[config.mk]
export PLATFORM = sky130hd
export DESIGN_NAME = dither_pwm_engine
export DESIGN_NICKNAME = d
export VERILOG_FILES = /design/src/rtl/dpwm_pkg.sv /design/src/rtl/dpwm_ctrl.sv /design/src/rtl/dpwm_datapath.sv /design/src/rtl/dither_pwm_engine.sv
export SDC_FILE = /design/constraint.sdc
export NUM_CORES = 1
export LEC_CHECK = 0
export ABC_AREA = 1
export ABC_CLOCK_PERIOD_IN_PS = 23000
export BUFFER_PORTS_ARGS = -buffer_cell sky130_fd_sc_hd__buf_2
export CAP_MARGIN = 20
export CORE_UTILIZATION = 56
export DETAILED_ROUTE_END_ITERATION = 7
export PLACE_DENSITY_LB_ADDON = 0.1
export SYNTH_ARGS = -nofsm -noshare
export SYNTH_HDL_FRONTEND = slang
export SYNTH_HIERARCHICAL = 1
export SYNTH_SLANG_ARGS = --single-unit
export TNS_END_PERCENT = 100
[constraint.sdc]
create_clock -name clk -period 23 [get_ports clk]
set_input_delay 2.3 -clock clk [delete_from_list [all_inputs] [get_ports clk]]
set_output_delay 2.3 -clock clk [all_outputs]
set_load 0.1 [all_outputs]
[src/rtl/dpwm_pkg.sv]
package dpwm_pkg;
  localparam int WORD_W = 16;
  localparam int LSB_W = 6;
  localparam int MSB_W_NARROW = 6;
  localparam int MSB_W_WIDE = 10;
  localparam int REP_W = 6;
  localparam int PRE_W = 4;

  typedef enum logic [1:0] {
    CM_REP64  = 2'b00,
    CM_REP16  = 2'b01,
    CM_REP4   = 2'b10,
    CM_LINEAR = 2'b11
  } cnt_mode_e;

  typedef struct packed {
    logic              running;
    logic              linear;
    logic              lsbPhase;
    logic              capture;
    logic              load;
    logic [WORD_W-1:0] pos;
  } seq_strobe_t;
endpackage

[src/rtl/dpwm_ctrl.sv]
module dpwm_ctrl
  import dpwm_pkg::*;
(
  input  logic        clk,
  input  logic        rstN,
  input  logic        globalLatch,
  input  logic        depth16,
  input  logic [1:0]  countMode,
  input  logic        syncManual,
  output seq_strobe_t str
);
  localparam logic [WORD_W-1:0] LSB_LAST    = WORD_W'((1 << LSB_W) - 1);
  localparam logic [WORD_W-1:0] NARROW_LAST = WORD_W'((1 << MSB_W_NARROW) - 1);
  localparam logic [WORD_W-1:0] WIDE_LAST   = WORD_W'((1 << MSB_W_WIDE) - 1);
  localparam logic [WORD_W-1:0] LIN12_LAST  = WORD_W'((1 << (MSB_W_NARROW + LSB_W)) - 1);
  localparam logic [WORD_W-1:0] LIN16_LAST  = '1;

  logic              running, lsbPhase, pending;
  logic [WORD_W-1:0] pos, segMax;
  logic [PRE_W-1:0]  preCnt, preMax;
  logic [REP_W-1:0]  repCnt, repMax;
  logic              linear, tick, segDone, frameEnd, load;

  assign linear = (cnt_mode_e'(countMode) == CM_LINEAR);

  always_comb begin
    unique case (cnt_mode_e'(countMode))
      CM_REP64: begin preMax = PRE_W'(0);  repMax = REP_W'(63); end
      CM_REP16: begin preMax = PRE_W'(3);  repMax = REP_W'(15); end
      CM_REP4:  begin preMax = PRE_W'(15); repMax = REP_W'(3);  end
      default:  begin preMax = PRE_W'(0);  repMax = REP_W'(0);  end
    endcase
    if (linear)        segMax = depth16 ? LIN16_LAST : LIN12_LAST;
    else if (lsbPhase) segMax = LSB_LAST;
    else               segMax = depth16 ? WIDE_LAST : NARROW_LAST;
  end

  assign tick     = linear || lsbPhase || (preCnt == preMax);
  assign segDone  = tick && (pos == segMax);
  assign frameEnd = running && segDone && (linear || lsbPhase);
  assign load     = (globalLatch && (!running || syncManual))
                  || (frameEnd && (pending || globalLatch));

  always_ff @(posedge clk) begin
    if (!rstN) begin
      running  <= 1'b0;
      lsbPhase <= 1'b0;
      pending  <= 1'b0;
      pos      <= '0;
      preCnt   <= '0;
      repCnt   <= '0;
    end else begin
      if (globalLatch) running <= 1'b1;
      if (running) begin
        preCnt <= tick ? '0 : preCnt + 1'b1;
        if (tick) pos <= segDone ? '0 : pos + 1'b1;
        if (segDone && !linear) begin
          if (lsbPhase) lsbPhase <= 1'b0;
          else if (repCnt == repMax) begin
            repCnt   <= '0;
            lsbPhase <= 1'b1;
          end else repCnt <= repCnt + 1'b1;
        end
      end
      if (load) pending <= 1'b0;
      else if (globalLatch && running && !syncManual) pending <= 1'b1;
    end
  end

  assign str = '{running: running, linear: linear, lsbPhase: lsbPhase,
                 capture: globalLatch, load: load, pos: pos};


  idle_at_start_chk: assert property (@(posedge clk) disable iff (!rstN)
    !running |-> (pos == '0 && !lsbPhase && repCnt == '0));

  fine_full_rate_chk: assert property (@(posedge clk) disable iff (!rstN)
    lsbPhase |-> preCnt == '0);

  deferred_on_wrap_chk: assert property (@(posedge clk) disable iff (!rstN)
    (load && running && !syncManual) |=> pos == '0);
endmodule

[src/rtl/dpwm_datapath.sv]
module dpwm_datapath
  import dpwm_pkg::*;
#(
  parameter int NCH  = 16,
  parameter int STEP = 2
) (
  input  logic                    clk,
  input  logic                    rstN,
  input  logic [NCH*WORD_W-1:0]   chanData,
  input  logic                    depth16,
  input  seq_strobe_t             str,
  output logic [NCH-1:0]          chanOn
);
  localparam int NARROW_TOP = MSB_W_NARROW + LSB_W;

  logic [WORD_W-1:0] shadow [NCH];
  logic [WORD_W-1:0] cmp    [NCH];
  logic [NCH-1:0]    hit, onRaw;

  always_ff @(posedge clk) begin
    if (!rstN) begin
      for (int i = 0; i < NCH; i++) begin
        shadow[i] <= '0;
        cmp[i]    <= '0;
      end
    end else begin
      for (int i = 0; i < NCH; i++) begin
        if (str.capture) shadow[i] <= chanData[i*WORD_W +: WORD_W];
        if (str.load)
          cmp[i] <= str.capture ? chanData[i*WORD_W +: WORD_W] : shadow[i];
      end
    end
  end

  always_ff @(posedge clk) begin
    if (!rstN) onRaw <= '0;
    else       onRaw <= str.running ? hit : '0;
  end


  idle_dark_chk: assert property (@(posedge clk) disable iff (!rstN)
    !str.running |=> onRaw == '0);

  for (genvar i = 0; i < NCH; i++) begin : g_ch
    localparam int DLY = (i % 4) * STEP;
    logic [WORD_W-1:0] segVal;

    always_comb begin
      if (str.linear)
        segVal = depth16 ? cmp[i] : WORD_W'(cmp[i][NARROW_TOP-1:0]);
      else if (str.lsbPhase)
        segVal = WORD_W'(cmp[i][LSB_W-1:0]);
      else if (depth16)
        segVal = WORD_W'(cmp[i][LSB_W +: MSB_W_WIDE]);
      else
        segVal = WORD_W'(cmp[i][LSB_W +: MSB_W_NARROW]);
    end
    assign hit[i] = (str.pos < segVal);


    zero_stays_dark_chk: assert property (@(posedge clk) disable iff (!rstN)
      (cmp[i] == '0) |=> !onRaw[i]);

    if (DLY == 0) begin : g_direct
      assign chanOn[i] = onRaw[i];
    end else begin : g_stagger
      logic [DLY-1:0] pipe;
      always_ff @(posedge clk) begin
        if (!rstN) pipe <= '0;
        else       pipe <= (pipe << 1) | DLY'(onRaw[i]);
      end
      assign chanOn[i] = pipe[DLY-1];
    end
  end
endmodule

[src/rtl/dither_pwm_engine.sv]
module dither_pwm_engine
  import dpwm_pkg::*;
#(
  parameter int NCH  = 16,
  parameter int STEP = 2
) (
  input  logic                  clk,
  input  logic                  rstN,
  input  logic [NCH*WORD_W-1:0] chanData,
  input  logic                  globalLatch,
  input  logic                  depth16,
  input  logic [1:0]            countMode,
  input  logic                  syncManual,
  output logic [NCH-1:0]        chanOn
);
  seq_strobe_t seqStr;

  dpwm_ctrl u_ctrl (
    .clk(clk), .rstN(rstN), .globalLatch(globalLatch), .depth16(depth16),
    .countMode(countMode), .syncManual(syncManual), .str(seqStr)
  );

  dpwm_datapath #(.NCH(NCH), .STEP(STEP)) u_dp (
    .clk(clk), .rstN(rstN), .chanData(chanData), .depth16(depth16),
    .str(seqStr), .chanOn(chanOn)
  );
endmodule

==> impl_metrics.csv, run 1 <==
group,metric,value,unit
outcome,status,"finished, final reports clean",
yosys,synth_compound_gate_area_share,8.90,%
clocking,clockBufferDepth,3,
die,die_x,242,microns
hold_path,hp-class,"reg -> reg",
job,cap_violations,0,
final_layout,layout_common_cells,"nand2_1 (585), edfxtp_1 (512), inv_1 (409), nor2_1 (404), nand3_1 (294)",
critical_path,critPathArrivalTime,7360,ps
final_layout,mostFrequentLayoutCell,"nand2_1",
drt,firstDrtPassIters,6,
global_routing,track_usage,27.6,%
die,fp.dieH,242,microns
yosys,yosys_warnings,6,
critical_path,r2r-start,"u_ctrl/pos[1]",
clocking,clk_latency,600,ps
drt,drt_iter0_drc,1975,
global_routing,grt_antenna_before_repair,1,
clocking,clock_sinks,605,
critical_path,reg2reg_slack,17890,ps
timing,tns,0,ps
yosys,synth.mux.area_fraction,2.49,%
yosys,ys_ff_latch,605,
die,start_util,56.9,%
drt,routed_wl,81.9,mm
timing,hold_viol,0,
timing,clock.fmax,140,MHz
global_routing,grt_max_degree,188,
critical_path,startpoint_type,"input pin",
final_layout,area_delta_synth_final,11.9,%
timing,fin_skew,14.4,ps
yosys,synth_top_family_by_area,"simple AND/OR/NAND/NOR gates",
yosys,synth_fa_ha_area_share,9.64,%
hold_path,hp-start,"u_dp/g_ch[10].g_stagger.pipe[2]",
yosys,synthSimpleGateAreaFrac,17.4,%
die,dieArea,58400,sq um
final_layout,layout.nets,3987,
final_layout,num_antenna_cells,0,
drt,avgRoutedWirePerCell,19.1,microns
place,gp_congestion,0.883,
critical_path,worst-path-max-fanout,78,
yosys,synth-xor-area-share,0.0272,%
clocking,clk_pin_slew,60,ps
yosys,synthDistinctLibCells,39,
pwr,powerDensity,73.7,nW/um^2
critical_path,required,23210,ps
timing,finalSetupViolCount,0,
timing,period_minus_slack,7160,ps
die,fp-row-count,87,
global_routing,first_global_vias,23300,
global_routing,grt_pass1_wl,126,mm
pwr,irDropWorstVdd,0.0000519,V
final_layout,drive_gt1_share,12.3,%
timing,min_period_over_period,31.1,%
drt,drt-vias-per-instance,5.65,
yosys,syn_nets,3824,
critical_path,crit_path_end_kind,"flop",
clocking,tritoncts,"done",
clocking,ctsResizeCount,0,
drt,num_vias,24200,
clocking,postCtsSetupRepairBufs,0,
critical_path,worstSetupPathType,"in -> reg",
die,core_region_area,56600,sq um
timing,finalHoldWorstSlack,410,ps
timing,tightest_slew,1150,ps
clocking,cts_buffers,66,
yosys,seq_area_frac_synth,53.5,%
final_layout,final_cells,4286,
yosys,synth_area_per_cell,9.72,sq um
place,dp_hpwl,50.3,mm
global_routing,gr-total-overflow,0,
critical_path,startpoint,"countMode[0]",
yosys,syn_inst,3313,
clocking,htreeDepth,3,
place,dp_cells,4160,
clocking,root_buffer,"clkbuf_16",
clocking,cts_hold_buf,0,
pwr,power,2.65,mW
drt,drc,0,
timing,report.final.slew_viol_count,0,
pwr,p_leak,17.2,nW
drt,ant_nets,0,
die,ios,279,
timing,relSlewSlack,23.3,%
yosys,netlist_area,32200,sq um
place,numPortBuffers,278,
timing,rsz0062_at_grt,"false",
[cells by family after synthesis]
kind of cell	count (synthesis)
compound gates	413
xor+xnor	1
fa+ha+maj	248
buf+inv	619
flops	605
mux	80
simple gates	1347
[worst max-delay path, stage by stage]
cell	delay [ps]
buf_2	140
ha_4	600
buf_4	610
buf_16	330
nand3_1	110
nand2_1	120
nand2_1	60
nor2_1	120
nand2_2	100
nor2_8	240
inv_2	70
o21ai_1	290
inv_1	130
nand2_4	270
buf_4	540
buf_12	300
buf_4	810
[metal layers]
| layer | share of wire, % | vias to the layer above | global-route usage (%) |
|---|---|---|---|
| met5 | 0 | - | 0 |
| met4 | 3.4 | 0 | 10.5 |
| met3 | 6.6 | 147 | 4.07 |
| met2 | 48 | 897 | 45.9 |
| met1 | 42 | 11400 | 36.5 |
| li1 | - | 11700 | - |
[power breakdown]
part           internal [mW]  switching, mW  total (mW)
Clock                  0.629          0.432        1.06
Combinational         0.0908          0.179       0.270
Sequential              1.29         0.0381        1.32
Total                   2.01          0.648        2.65
[stage by stage]
step                util (%)  setup WS, ps  instance area [sq um]
floorplan                  -         13320                  32200
global placement        59.6         15100                  33700
detailed placement      59.6         15020                  33700
CTS                     63.5         15640                  35900
global route            63.6         15460                  36000
finish                  63.6         15840                  36000
[cells in the mapped netlist]
cell type  instances  area (sq um)
inv_2              5          18.8
or2_2              2          12.5
nand3_2            1          10.0
nor3_1            21           105
and3_1             1          6.26
nor3b_1            2          15.0
o21ai_0           14          70.1
buf_6              4          45.0
o211ai_1          13          97.6
a211oi_1         188          1410
nor2_8             2          40.0
o21a_1            13          97.6
edfxtp_1         512         15400
buf_2             70           350
o21ai_1            2          10.0
nand2_4            1          11.3
nand2_1          589          2210
nand4_1           23           144
nor2_1           404          1520
mux2i_1           80           801
o22ai_1            1          6.26
o211a_1            1          10.0
a21oi_1          112           561
inv_1            409          1540
nor2_4             2          22.5
o2111ai_1          3          26.3
and2_1             1          6.26
nand2_2            2          12.5
nand3_1          294          1470
xor2_1             1          8.76
dfxtp_1           93          1860
ha_1             248          3100
nor4_1             1          6.26
o21bai_1           2          15.0
clkbuf_1          77           289
a32oi_1           64           561
nand3b_1           1          7.51
buf_1             18          67.6
buf_4             36           270
[worst paths after layout]
kind	end	depth (start not counted)
worst max-delay path	u_dp/cmp[0][79]	17
worst min-delay path	u_dp/g_ch[10].g_stagger.pipe[3]	2
worst max register to register	u_dp/cmp[0][79]	14
worst min register to register	u_dp/g_ch[10].g_stagger.pipe[3]	2
[state kept, by name, indices dropped and copies added (netlist names)]
register                  cells
u_ctrl/lsbPhase               1
u_ctrl/pending                1
u_ctrl/pos                   16
u_ctrl/preCnt                 4
u_ctrl/repCnt                 6
u_ctrl/running                1
u_dp/cmp                    256
u_dp/g_ch.g_stagger.pipe     48
u_dp/onRaw                   16
u_dp/shadow                 256
[final cells by class]
| class | count | area [sq um] |
|---|---|---|
| clock buffers | 96 | 2010 |
| clock inverters | 26 | 184 |
| fillers | 4643 | 20600 |
| inverters | 414 | 1550 |
| multi-input cells | 2089 | 12400 |
| flip-flops and latches | 605 | 17300 |
| well taps | 756 | 946 |
| repair buffers | 300 | 1660 |
No activity file was read; power rests on OpenSTA's default activity.
==> run 2: changes to the inputs <==
ABC_AREA = 0   (was 1)
ABC_CLOCK_PERIOD_IN_PS = 6500   (was 23000)
CORE_UTILIZATION = 55   (was 56)
clock period = 6.5 ns   (was 23 ns; I/O delays follow)
==> run 2 against run 1 <==
Compared with the run above:
- power grew to 3.5 times the previous value
- synthesized cell count shrank 20%
- critical path type unchanged
- worst hold slack lost 80 ps
- clock skew grew 11 ps
- critical endpoint is now u_dp/cmp[0][211]
- cell count shrank 15%
- global-route usage shrank 0.96 points
- final area shrank 0.19%
- combinational power grew to 3.5 times the previous value
==> impl_metrics.csv, run 2 <==
group,metric,value,unit
outcome,status,"finished, final reports clean",
die,fp-row-count,87,
timing,tightest_slew,1100,ps
final_layout,fillers,4457,
global_routing,grt_antenna_before_repair,3,
yosys,synth_area_per_cell,12.1,sq um
die,start_util,56.2,%
final_layout,mostFrequentLayoutCell,"edfxtp_1",
yosys,synth_fa_ha_area_share,9.72,%
die,die_x,243,microns
timing,tns,0,ps
yosys,netlist_area,31900,sq um
critical_path,worstSetupPathType,"in -> reg",
drt,firstDrtPassIters,5,
yosys,synthFlopType,"edfxtp_1",
yosys,synth.most_common_cell,"edfxtp_1",
critical_path,worst-path-max-fanout,70,
global_routing,first_global_vias,21900,
yosys,synth_top_family_by_area,"simple AND/OR/NAND/NOR gates",
yosys,yosys.area.top_type,"edfxtp_1",
clocking,root_buffer,"clkbuf_16",
timing,relSlewSlack,26.8,%
clocking,cts_hold_buf,0,
timing,period_minus_slack,3920,ps
timing,report.final.slew_viol_count,0,
timing,rsz0062_at_grt,"false",
drt,drt-vias-per-instance,5.98,
yosys,synth.mux.area_fraction,10.6,%
clocking,clock_sinks,605,
yosys,synthDistinctLibCells,56,
drt,num_vias,21700,
final_layout,layout_common_cells,"edfxtp_1 (512), mux2i_1 (339), buf_2 (276), ha_1 (247), nor2_1 (205)",
clocking,htreeDepth,3,
die,dieArea,59000,sq um
drt,avgRoutedWirePerCell,21.8,microns
die,core_region_area,56800,sq um
global_routing,gr-total-overflow,0,
yosys,syn_nets,3148,
clocking,cts_buffers,68,
yosys,synthSimpleGateAreaFrac,15.1,%
critical_path,startpoint_type,"input pin",
yosys,synth_common_cells,"edfxtp_1 (512), mux2i_1 (339), ha_1 (248)",
final_layout,reg.largest.list,"u_dp/cmp x256, u_dp/shadow x256, u_dp/g_ch.g_stagger.pipe x48",
global_routing,track_usage,26.6,%
timing,clock.fmax,255,MHz
place,pre_cts_ws,1690,ps
place,numPortBuffers,278,
timing,min_period_over_period,60.3,%
drt,routed_wl,79.2,mm
yosys,synth_compound_gate_area_share,7.37,%
pwr,power,9.34,mW
timing,hold_viol,0,
global_routing,grt_pass1_wl,123,mm
clocking,clk_latency,610,ps
yosys,synth-xor-area-share,0.247,%
die,ios,279,
hold_path,hp-class,"in -> reg",
yosys,synthArstFlopShare,0,%
clocking,ctsResizeCount,0,
final_layout,final_cells,3634,
critical_path,critPathArrivalTime,4190,ps
yosys,syn_inst,2637,
clocking,clk_pin_slew,60,ps
yosys,synth_edf_count,512,
pwr,p_leak,16.0,nW
pwr,powerDensity,260,nW/um^2
drt,ant_nets,0,
critical_path,crit_path_end_kind,"flop",
drt,drt_iter0_drc,1669,
critical_path,required,6770,ps
timing,setup_ws,2580,ps
yosys,seq_area_frac_synth,54.0,%
clocking,postCtsSetupRepairBufs,0,
clocking,tritoncts,"done",
job,cap_violations,0,
global_routing,grt_max_degree,186,
final_layout,drive_gt1_share,15.2,%
timing,finalSetupViolCount,0,
final_layout,area_delta_synth_final,12.6,%
pwr,irDropWorstVdd,0.000204,V
place,gp_congestion,0.834,
yosys,yosys_warnings,6,
yosys,yosys-top-cells-area,"edfxtp_1 (48%), mux2i_1 (11%), ha_1 (9.7%), dfxtp_1 (5.8%), and3_1 (3.3%)",
place,dp_hpwl,49.9,mm
clocking,clockBufferDepth,3,
timing,fin_skew,25.1,ps
final_layout,layout.nets,3337,
yosys,synth_top_area_share,48.2,%
drt,drc,0,
place,dp_cells,3511,
yosys,ys_ff_latch,605,
die,fp.dieH,243,microns
[run 2: routing by layer]
metal	GRT usage (%)	share of wire, %	vias up
met4	8.40	2.6	6
met5	0	0.052	-
li1	-	-	10200
met3	4.44	6.6	146
met2	42.6	46	751
met1	37.0	44	10600
[run 2: area by class of cell]
class / instances / area (sq um) / area share (%)
Clock inverter: 35 / 327 / 0.908
Timing Repair Buffer: 302 / 1720 / 4.78
Inverter: 21 / 78.8 / 0.219
Tap cell: 756 / 946 / 2.63
Clock buffer: 86 / 1820 / 5.06
Antenna cell: 1 / 2.50 / 0.00696
Multi-Input combinational cell: 1828 / 13800 / 38.4
Sequential cell: 605 / 17300 / 48.0
[run 2: power breakdown]
| part | switching [mW] | internal (mW) |
|---|---|---|
| Combinational | 0.564 | 0.385 |
| Sequential | 0.136 | 4.54 |
| Clock | 1.56 | 2.15 |
[run 2: worst max-delay path: stages]
cell,delay [ps]
buf_2,170
ha_4,740
buf_4,620
a21o_1,280
o211ai_4,150
nor3_1,220
o22a_1,250
nand2b_4,270
buf_16,320
buf_4,410
[run 2: cells by family after synthesis]
group | after synthesis
adder cells (fa/ha/maj) | 248
AND/OR/NAND/NOR | 901
XOR/XNOR | 9
multiplexers | 339
buffers and inverters | 204
AO/OA/AOI/OAI | 331
flip-flops | 605
[run 2: through the flow]
stage                     area (sq um)  utilization (%)  hold slack (ps)
after global placement           33700             59.4              414
final                            36000             63.3              329
after detailed placement         33800             59.4              417
after global routing             35900             63.3              320
after CTS                        35900             63.2              305
after floorplan                  31900                -              412
[run 2: worst paths after layout]
kind                                                     start                        endpoint  slack [ps]  depth (start not counted)
worst max-delay path                              countMode[0]                u_dp/cmp[0][211]        2580                         10
worst min-delay path                             chanData[235]             u_dp/shadow[1][107]         330                          2
worst max register to register                   u_ctrl/pos[4]                u_dp/cmp[0][211]        2630                          9
worst min register to register  u_dp/g_ch[7].g_stagger.pipe[1]  u_dp/g_ch[7].g_stagger.pipe[2]         430                          1
==> run 3: changes to the inputs <==
ABC_AREA = 1   (was 0)
ABC_CLOCK_PERIOD_IN_PS = 3600   (was 6500)
clock period = 3.6 ns   (was 6.5 ns; I/O delays follow)
==> run 3 against run 2 <==
Compared with the run above:
- non-clock buffer count increased by 25
- largest power group unchanged
- clock-buffer cell count grew 2
- clock skew fell by 6.9 ps
- largest cell class unchanged
==> impl_metrics.csv, run 3 (synthesis results as in run 1) <==
group,metric,value,unit
place,pre_cts_ws,252,ps
clocking,postCtsSetupRepairBufs,0,
final_layout,final_util,63.0,%
timing,fin_skew,18.2,ps
timing,finalHoldWorstSlack,42.2,ps
job,cap_violations,0,
timing,hold_viol,0,
drt,avgRoutedWirePerCell,19.1,microns
pwr,powerDensity,472,nW/um^2
clocking,cts_hold_buf,0,
pwr,irDropWorstVdd,0.000316,V
timing,min_period_over_period,82.9,%
critical_path,worstSetupPathType,"reg -> reg",
global_routing,grt_max_degree,249,
critical_path,critPathArrivalTime,3370,ps
final_layout,fin_area,36400,sq um
global_routing,grt_antenna_before_repair,1,
timing,report.final.slew_viol_count,0,
final_layout,fillers,4754,
critical_path,startpoint_type,"flop",
global_routing,grt_pass1_wl,128,mm
die,start_util,55.7,%
place,numPortBuffers,278,
drt,drc,0,
clocking,clockBufferDepth,3,
pwr,power,17.2,mW
clocking,cts_buffers,66,
timing,setup_ws,617,ps
drt,routed_wl,82.4,mm
critical_path,crit_path_end_kind,"flop",
drt,ant_nets,0,
die,ios,279,
die,fp-row-count,88,
place,dp_hpwl,53.3,mm
critical_path,required,3990,ps
clocking,tritoncts,"done",
global_routing,track_usage,27.5,%
timing,finalSetupViolCount,0,
timing,period_minus_slack,2980,ps
clocking,root_buffer,"clkbuf_16",
timing,tns,0,ps
clocking,htreeDepth,3,
timing,relSlewSlack,22.4,%
final_layout,drive_gt1_share,12.7,%
outcome,status,"finished, final reports clean",
clocking,ctsResizeCount,0,
die,dieArea,59500,sq um
global_routing,gr-total-overflow,0,
drt,drt-vias-per-instance,5.66,
timing,clock.fmax,335,MHz
die,core_region_area,57800,sq um
clocking,clk_latency,600,ps
place,gp_congestion,0.862,
clocking,clk_pin_slew,60,ps
final_layout,area_delta_synth_final,13.2,%
drt,firstDrtPassIters,8,
drt,drt_iter0_drc,2167,
final_layout,layout_common_cells,"nand2_1 (585), edfxtp_1 (512), inv_1 (409), nor2_1 (404), nand3_1 (294)",
final_layout,layout.nets,4014,
timing,rsz0062_at_grt,"false",
place,post_dp_cell_area,34200,sq um
clocking,clock_sinks,605,
hold_path,hp-class,"in -> reg",
die,die_x,244,microns
critical_path,worst-path-max-fanout,160,
pwr,p_leak,17.4,nW
drt,num_vias,24400,
timing,tightest_slew,1160,ps
place,dp_cells,4199,
final_layout,mostFrequentLayoutCell,"nand2_1",
final_layout,reg.largest.list,"u_dp/cmp x256, u_dp/shadow x256, u_dp/g_ch.g_stagger.pipe x48",
global_routing,first_global_vias,23500,
die,fp.dieH,244,microns
final_layout,final_cells,4320,
[run 3: cell types whose count changed in the layout (fill, tap and decap cells not counted), sizes merged, moves of 64 or more]
cell,delta
nor2b,-98
and2,-148
a22oi,-64
and3,-168
nand2,+469
nor2,+203
a21o,-65
inv,+390
mux2i,-259
nand3,+257
a211oi,+171
[run 3: final cells by class]
cell class	instances	area [sq um]	area share (%)
Inverter	414	1550	4.27
Clock buffer	88	1900	5.22
Timing Repair Buffer	327	2000	5.50
Clock inverter	31	315	0.866
Sequential cell	605	17300	47.4
Multi-Input combinational cell	2089	12400	34.1
Antenna cell	1	2.50	0.00687
Tap cell	765	957	2.63
[run 3: worst paths after layout]
kind                   from                              end  slack (ps)  cells past startpoint
min reg2reg  u_dp/onRaw[15]  u_dp/g_ch[15].g_stagger.pipe[0]         410                      2
min           chanData[240]              u_dp/shadow[1][112]          40                      3
max          u_ctrl/pos[13]                 u_dp/cmp[0][122]         620                     11
max reg2reg  u_ctrl/pos[13]                 u_dp/cmp[0][122]         620                     11
[run 3: critical path, cell delays in order, from the launching register on]
cell and delay (ps):
dfxtp_2 570, nand2_1 150, o21bai_1 160, nand2_1 70, nor2_1 110, nand2_2 100
nor2_8 250, inv_2 60, o21ai_1 280, nand2_4 80, buf_12 220, a211oi_1 460
[run 3: layer usage]
| metal | vias up | track usage (%) | wire length (microns) |
|---|---|---|---|
| met5 | - | 0 | 0 |
| met2 | 862 | 45.3 | 39500 |
| met4 | 0 | 10.4 | 2610 |
| li1 | 11800 | - | - |
| met3 | 159 | 3.18 | 5030 |
| met1 | 11600 | 37.4 | 35300 |
[run 3: report_power, final]
group          switching [mW]  leakage (nW)  total [mW]  internal (mW)
Sequential              0.239          6.27        8.45           8.21
Combinational            1.17          10.1        1.78          0.610
Clock                    2.74          1.08        6.95           4.21
Total                    4.15          17.4        17.2           13.0
